### src/rtl/hcc_pkg.sv
package hcc_pkg;
  typedef enum logic [1:0] {
    MODE_PEAK     = 2'd0,
    MODE_VALLEY   = 2'd1,
    MODE_AVG      = 2'd2,
    MODE_PEAK_ALT = 2'd3
  } ref_mode_e;
endpackage

### src/rtl/hcc_gate_edge.sv
module hcc_gate_edge #(
  parameter int unsigned SYNC_STAGES = 2
) (
  input  logic clk_i,
  input  logic rst_ni,
  input  logic gate_i,
  input  logic use_fall_i,
  output logic gate_s_o,
  output logic edge_o
);
  logic [SYNC_STAGES:0] sh_q;

  always_ff @(posedge clk_i or negedge rst_ni) begin
    if (!rst_ni) sh_q <= '0;
    else         sh_q <= {sh_q[SYNC_STAGES-1:0], gate_i};
  end

  assign gate_s_o = sh_q[SYNC_STAGES-1];
  assign edge_o   = use_fall_i ? (sh_q[SYNC_STAGES] & ~gate_s_o)
                               : (gate_s_o & ~sh_q[SYNC_STAGES]);
endmodule

### src/rtl/hcc_sample_timer.sv
module hcc_sample_timer #(
  parameter int unsigned CW = 12
) (
  input  logic          clk_i,
  input  logic          rst_ni,
  input  logic          edge_i,
  input  logic [CW-1:0] thresh_i,
  input  logic [CW-1:0] uperiod_i,
  output logic [CW-1:0] period_o,
  output logic          fallback_o,
  output logic          strobe_o
);
  localparam logic [CW-1:0] VT_MAX = {CW{1'b1}};

  logic [CW-1:0] vt_q, uc_q;
  logic          tick;

  assign fallback_o = (vt_q >= thresh_i);
  // uperiod of 0 or 1 ticks every clock
  assign tick     = fallback_o && (({1'b0, uc_q} + (CW+1)'(1)) >= {1'b0, uperiod_i});
  assign strobe_o = edge_i | tick;
  assign period_o = vt_q;

  always_ff @(posedge clk_i or negedge rst_ni) begin
    if (!rst_ni) begin
      vt_q <= '0;
      uc_q <= '0;
    end else begin
      if (edge_i)               vt_q <= '0;
      else if (vt_q != VT_MAX)  vt_q <= vt_q + CW'(1);
      if (!fallback_o || tick)  uc_q <= '0;
      else                      uc_q <= uc_q + CW'(1);
    end
  end
endmodule

### src/rtl/hcc_pi_core.sv
module hcc_pi_core #(
  parameter int unsigned EW   = 8,
  parameter int unsigned GW   = 6,
  parameter int unsigned FRAC = 2,
  parameter int unsigned DW   = 10
) (
  input  logic                 clk_i,
  input  logic                 rst_ni,
  input  logic                 strobe_i,
  input  logic signed [EW-1:0] err_i,
  input  logic [GW-1:0]        kp_i,
  input  logic [GW-1:0]        ki_i,
  output logic [DW-1:0]        vc_o
);
  localparam int unsigned PW = EW + GW + 1;
  localparam int unsigned SW = DW + PW + 2;
  localparam logic signed [SW-1:0] TOP = $signed({{(SW-DW){1'b0}}, {DW{1'b1}}});

  function automatic logic [DW-1:0] sat(input logic signed [SW-1:0] x);
    if (x[SW-1])     return '0;
    else if (x > TOP) return '1;
    else              return x[DW-1:0];
  endfunction

  logic signed [PW-1:0] p_term, i_term;
  logic signed [SW-1:0] ui_sum, vc_sum;
  logic [DW-1:0]        ui_q, vc_q, ui_next;

  assign p_term  = PW'(err_i) * PW'($signed({1'b0, kp_i}));
  assign i_term  = PW'(err_i) * PW'($signed({1'b0, ki_i}));
  assign ui_sum  = $signed(SW'(ui_q)) + SW'(i_term >>> FRAC);
  assign ui_next = sat(ui_sum);
  assign vc_sum  = SW'(p_term >>> FRAC) + $signed(SW'(ui_next));

  always_ff @(posedge clk_i or negedge rst_ni) begin
    if (!rst_ni) begin
      ui_q <= '0;
      vc_q <= '0;
    end else if (strobe_i) begin
      ui_q <= ui_next;
      vc_q <= sat(vc_sum);
    end
  end

  assign vc_o = vc_q;
endmodule

### src/rtl/hcc_ref_sel.sv
module hcc_ref_sel
  import hcc_pkg::*;
#(
  parameter int unsigned DW = 10
) (
  input  logic          clk_i,
  input  logic          rst_ni,
  input  ref_mode_e     mode_i,
  input  logic          gate_s_i,
  input  logic [DW-1:0] vc_i,
  input  logic [DW-1:0] band_i,
  output logic [DW-1:0] dac_o
);
  localparam int unsigned RW = DW + 2;

  function automatic logic [DW-1:0] sat(input logic signed [RW-1:0] x);
    if (x[RW-1])      return '0;
    else if (x[DW])   return '1;
    else              return x[DW-1:0];
  endfunction

  logic signed [RW-1:0] vc_x, band_x, half_x;
  logic [DW-1:0]        up_full, dn_full, up_half, dn_half, ref_d, dac_q;

  assign vc_x    = $signed({2'b00, vc_i});
  assign band_x  = $signed({2'b00, band_i});
  assign half_x  = $signed({3'b000, band_i[DW-1:1]});
  assign up_full = sat(vc_x + band_x);
  assign dn_full = sat(vc_x - band_x);
  assign up_half = sat(vc_x + half_x);
  assign dn_half = sat(vc_x - half_x);

  always_comb begin
    case (mode_i)
      MODE_VALLEY: ref_d = gate_s_i ? up_full : vc_i;
      MODE_AVG:    ref_d = gate_s_i ? up_half : dn_half;
      default:     ref_d = gate_s_i ? vc_i    : dn_full;
    endcase
  end

  always_ff @(posedge clk_i or negedge rst_ni) begin
    if (!rst_ni) dac_q <= '0;
    else         dac_q <= ref_d;
  end

  assign dac_o = dac_q;
endmodule

### src/rtl/hcc_volt_loop.sv
module hcc_volt_loop
  import hcc_pkg::*;
#(
  parameter int unsigned DW   = 10,
  parameter int unsigned EW   = 8,
  parameter int unsigned GW   = 6,
  parameter int unsigned FRAC = 2,
  parameter int unsigned CW   = 12
) (
  input  logic                 clk_i,
  input  logic                 rst_ni,
  input  logic                 gate_i,
  input  logic [1:0]           mode_i,
  input  logic signed [EW-1:0] err_i,
  input  logic [GW-1:0]        kp_i,
  input  logic [GW-1:0]        ki_i,
  input  logic [DW-1:0]        band_i,
  input  logic [CW-1:0]        thresh_i,
  input  logic [CW-1:0]        uperiod_i,
  output logic [DW-1:0]        dac_o,
  output logic [CW-1:0]        period_o,
  output logic                 strobe_o,
  output logic                 fallback_o
);
  ref_mode_e     mode_q;
  logic          gate_s, edge_ev, strobe;
  logic [DW-1:0] vc_q;

  always_ff @(posedge clk_i or negedge rst_ni) begin
    if (!rst_ni)     mode_q <= MODE_PEAK;
    else if (strobe) mode_q <= ref_mode_e'(mode_i);
  end

  hcc_gate_edge #(.SYNC_STAGES(2)) u_edge (
    .clk_i     (clk_i),
    .rst_ni    (rst_ni),
    .gate_i    (gate_i),
    .use_fall_i(mode_q == MODE_VALLEY),
    .gate_s_o  (gate_s),
    .edge_o    (edge_ev)
  );

  hcc_sample_timer #(.CW(CW)) u_timer (
    .clk_i     (clk_i),
    .rst_ni    (rst_ni),
    .edge_i    (edge_ev),
    .thresh_i  (thresh_i),
    .uperiod_i (uperiod_i),
    .period_o  (period_o),
    .fallback_o(fallback_o),
    .strobe_o  (strobe)
  );

  hcc_pi_core #(.EW(EW), .GW(GW), .FRAC(FRAC), .DW(DW)) u_pi (
    .clk_i   (clk_i),
    .rst_ni  (rst_ni),
    .strobe_i(strobe),
    .err_i   (err_i),
    .kp_i    (kp_i),
    .ki_i    (ki_i),
    .vc_o    (vc_q)
  );

  hcc_ref_sel #(.DW(DW)) u_ref (
    .clk_i   (clk_i),
    .rst_ni  (rst_ni),
    .mode_i  (mode_q),
    .gate_s_i(gate_s),
    .vc_i    (vc_q),
    .band_i  (band_i),
    .dac_o   (dac_o)
  );

  assign strobe_o = strobe;
endmodule

### config.mk
export PLATFORM = sky130hd
export DESIGN_NAME = hcc_volt_loop
export DESIGN_NICKNAME = d
export VERILOG_FILES = /design/src/rtl/hcc_pkg.sv /design/src/rtl/hcc_gate_edge.sv /design/src/rtl/hcc_sample_timer.sv /design/src/rtl/hcc_pi_core.sv /design/src/rtl/hcc_ref_sel.sv /design/src/rtl/hcc_volt_loop.sv
export SDC_FILE = /design/constraint.sdc
export NUM_CORES = 1
export LEC_CHECK = 0
export ABC_AREA = 1
export BUFFER_PORTS_ARGS = -buffer_cell sky130_fd_sc_hd__buf_2
export CAP_MARGIN = 0
export CORE_MARGIN = 2
export CORE_UTILIZATION = 55
export DETAILED_ROUTE_END_ITERATION = 7
export PLACE_DENSITY = 0.72
export RECOVER_POWER = 50
export SKIP_LAST_GASP = 1
export SYNTH_ARGS = -nofsm -noshare
export SYNTH_HDL_FRONTEND = slang
export SYNTH_SLANG_ARGS = --single-unit
### constraint.sdc
create_clock -name clk_i -period 5.95 [get_ports clk_i]
set_input_delay 0.2975 -clock clk_i [delete_from_list [all_inputs] [get_ports clk_i]]
set_output_delay 0.2975 -clock clk_i [all_outputs]
set_load 0.02 [all_outputs]
==> out/results.txt <==
Top_reg_cell synth: dfrtp_1
Vias: 9,317
Status: finished, violations left
Ant. Diodes: 0
Placement Setup Slack: -0.8857 ns
Antenna Nets Post-Route: 0
CTS root buf: clkbuf_16
Fmax: 0.1575 GHz
Largest stage delay, worst path: 0.56 ns
Post-Route WL: 23,640 µm
Synthesized area: 10,140 µm²
Post-synth EDFFs: 0
Clk_lat worst skew: 0.34 ns
Final period utilization: 106.7%
Total clock sinks: 59
Worst setup path class: in -> reg
First-pass GRT wire length: 40,630 µm
Full die area: 19,540 µm²
Ranking of synthesized cells by area: ha_1, fa_1, dfrtp_1
Initial DRC Count: 379
# nets final: 1,872
Synthesized flop and latch total: 59
Final WS setup: -0.3982 ns
Core Footprint: 18,020 µm²
GRT Overall Usage: 24.67%
IO Pins: 83
Max stage delay cell, worst path: fa_1
Clock transition at path regs: 0.06 ns
Final hold vios: 0
DRT Pass-1 Iters: 7
Crit path top cell by count: nand2_1
Vias per cell: 5.100
Synth Instances: 1,407
# setup viols final: 10
Fill count: 1,533
R2R Path Start: u_timer.uc_q[0]$_DFF_PN0_
Cts bufs inserted: 9
Critical path endpoint category: flop
Area Growth Syn to Fin: 20.83%
# H-tree levels: 3
Initial antenna violation count: 0
Maximum clock path buffer count: 2
Maxcap violations: 1
Starting Density: 56.25%
Rows: 49
Worst slew margin: -113.7%
Failing checks: max-capacitance violations, max-slew violations, negative setup slack
Gr ovfl total: 0
Final min period: 6.348 ns
WP data arrival: 6.57 ns
GPL Wtd Cong: 0.8597
Req. time, crit path: 6.17 ns
Syn_area_per_cell: 7.206 µm²
Wire length per cell: 12.94 µm
Worst-path maximum fanout: 7
RSZ-0062 raised after global routing: true
Unique cell type count in the Yosys netlist: 53
Asr flop ratio synth: 100.0%
Layout cell share with drive strength beyond 1: 18.77%
Clk_skew: 0.008378 ns
CP Launch Type: input pin
Synth Net Count: 1,686
Post-DP HPWL: 19,150 µm
Synth warnings: 0
Die H: 139.8 µm
Synth top area share: 17.77%
Chip Width: 139.8 µm
Synth area leader: ha_1
Critical Path Source: ki_i[3]
Largest net degree at the start of global routing: 60
Cts hold-fix bufs: 0
Sequential share of the synthesized area: 14.56%
Worst Tran Pin Value: 3.205 ns
Vias in the first global route: 9,107
Hold Crit Start: gate_i
Slew Limit Fails: 60
TritonCTS clock tree: built
Port bufs: 82
Hold Path Class: in -> reg
DRC Markers: 0
## final cells by class
class | count | area, µm² | share of cell area (%)
clock inverter | 5 | 100.1 | 0.8171
multi-input combinational | 994 | 7574 | 61.82
tap | 229 | 286.5 | 2.339
sequential | 59 | 1476 | 12.05
inverter | 327 | 1235 | 10.08
timing repair buffer | 202 | 1336 | 10.91
clock buffer | 11 | 242.7 | 1.981
## synthesized netlist by cell type, types with 5 or more instances
cell        n
inv_1     318
nand2_1   305
ha_1      144
a21oi_1   101
fa_1       76
nor2_1     73
dfrtp_1    59
xor2_1     45
o21ai_0    42
nand3_1    36
clkbuf_1   24
nor3_1     23
xnor2_1    22
o21bai_1   13
nand4_1    10
a31oi_1     9
nand2_2     9
a211oi_1    8
inv_2       7
o31ai_1     7
nand2_4     6
o211ai_1    6
o221ai_1    5
## cells in the final DEF, fill, tap and decap left out, types with 8 or more instances in the layout
cell,instances
o21bai_1,13
nor2_1,70
nand2_2,20
a31oi_1,9
o21ai_0,40
dfrtp_1,59
ha_1,137
xor2_1,45
inv_2,10
a211oi_1,8
buf_4,121
nand2_4,8
buf_2,72
a21oi_2,9
a21oi_1,89
fa_1,75
nor3_1,22
inv_1,314
xnor2_1,22
nand4_1,10
nand2_1,292
nand3_1,35
clkbuf_16,9
## path summary, 6_finish.rpt
| path | endpoint | slack [ns] | cells after the start |
|---|---|---|---|
| min | u_edge.sh_q[0]$_DFF_PN0_ | 0.06 | 1 |
| min in group asynchronous | u_timer.uc_q[7]$_DFF_PN0_ | 1.12 | 2 |
| min reg2reg | u_edge.sh_q[1]$_DFF_PN0_ | 0.35 | 0 |
| max | u_pi.vc_o[5]$_DFFE_PN0P_ | -0.40 | 42 |
| max reg2reg | u_pi.ui_q[4]$_DFFE_PN0P_ | 1.84 | 20 |
| max in group asynchronous | u_timer.period_o[10]$_DFFE_PN0P_ | 3.01 | 2 |
## flip-flops by register name, indices dropped and copies added, names as in the netlist
signal            cells
u_timer.uc_q         12
u_timer.period_o     12
u_pi.ui_q            10
mode_q                2
u_edge.sh_q           3
u_pi.vc_o            10
u_ref.dac_o          10
## cells by family (layout without fill, tap and decap cells)
group | count (synthesis) | count (layout) | share of synthesized area, %
AND/OR/NAND/NOR | 484 | 485 | 20.70
XOR/XNOR | 67 | 67 | 5.788
adder cells (fa/ha/maj) | 220 | 220 | 32.78
AO/OA/AOI/OAI | 222 | 222 | 13.03
buffers and inverters | 355 | 545 | 13.14
flip-flops | 59 | 59 | 14.56
## layer usage
metal	track usage [%]	vias to the layer above	wire, µm
met5	0	-	0
met4	7.368	0	543
met3	2.271	42	788
met2	43.47	217	11490
met1	32.23	4266	10820
li1	-	4792	-
## timing repair
action | in CTS | in global routing
pin swaps | 23 | 2
buffers inserted | 13 | 2
gates cloned | 1 | 0
gates resized for setup | 36 | 5
endpoints found under the setup margin | 10 | 10
## through the flow
step                      TNS [ns]  utilization (%)  area, µm²  instances  hold WS (ns)
after global routing        -7.931            67.96      12250       1827       0.05843
after detailed placement    -8.620            64.62      11650       1795        0.3378
after global placement      -7.049            64.62      11650       1795        0.3332
final                       -3.660            67.96      12250       1827       0.06362
after floorplan             -5.348                -      10330       1407      0.001909
after CTS                   -2.809            67.86      12230       1825       0.05749
## critical path: cells and delay by family
| family | cells | cell delay [ns] |
|---|---|---|
| XOR/XNOR | 1 | 0.17 |
| AND/OR/NAND/NOR | 22 | 2.06 |
| AO/OA/AOI/OAI | 6 | 0.73 |
| buffers and inverters | 6 | 0.39 |
| adder cells (fa/ha/maj) | 7 | 2.92 |
Power is not shown: default switching activity piles up to over one toggle a cycle in this logic, so the estimate is an artifact.
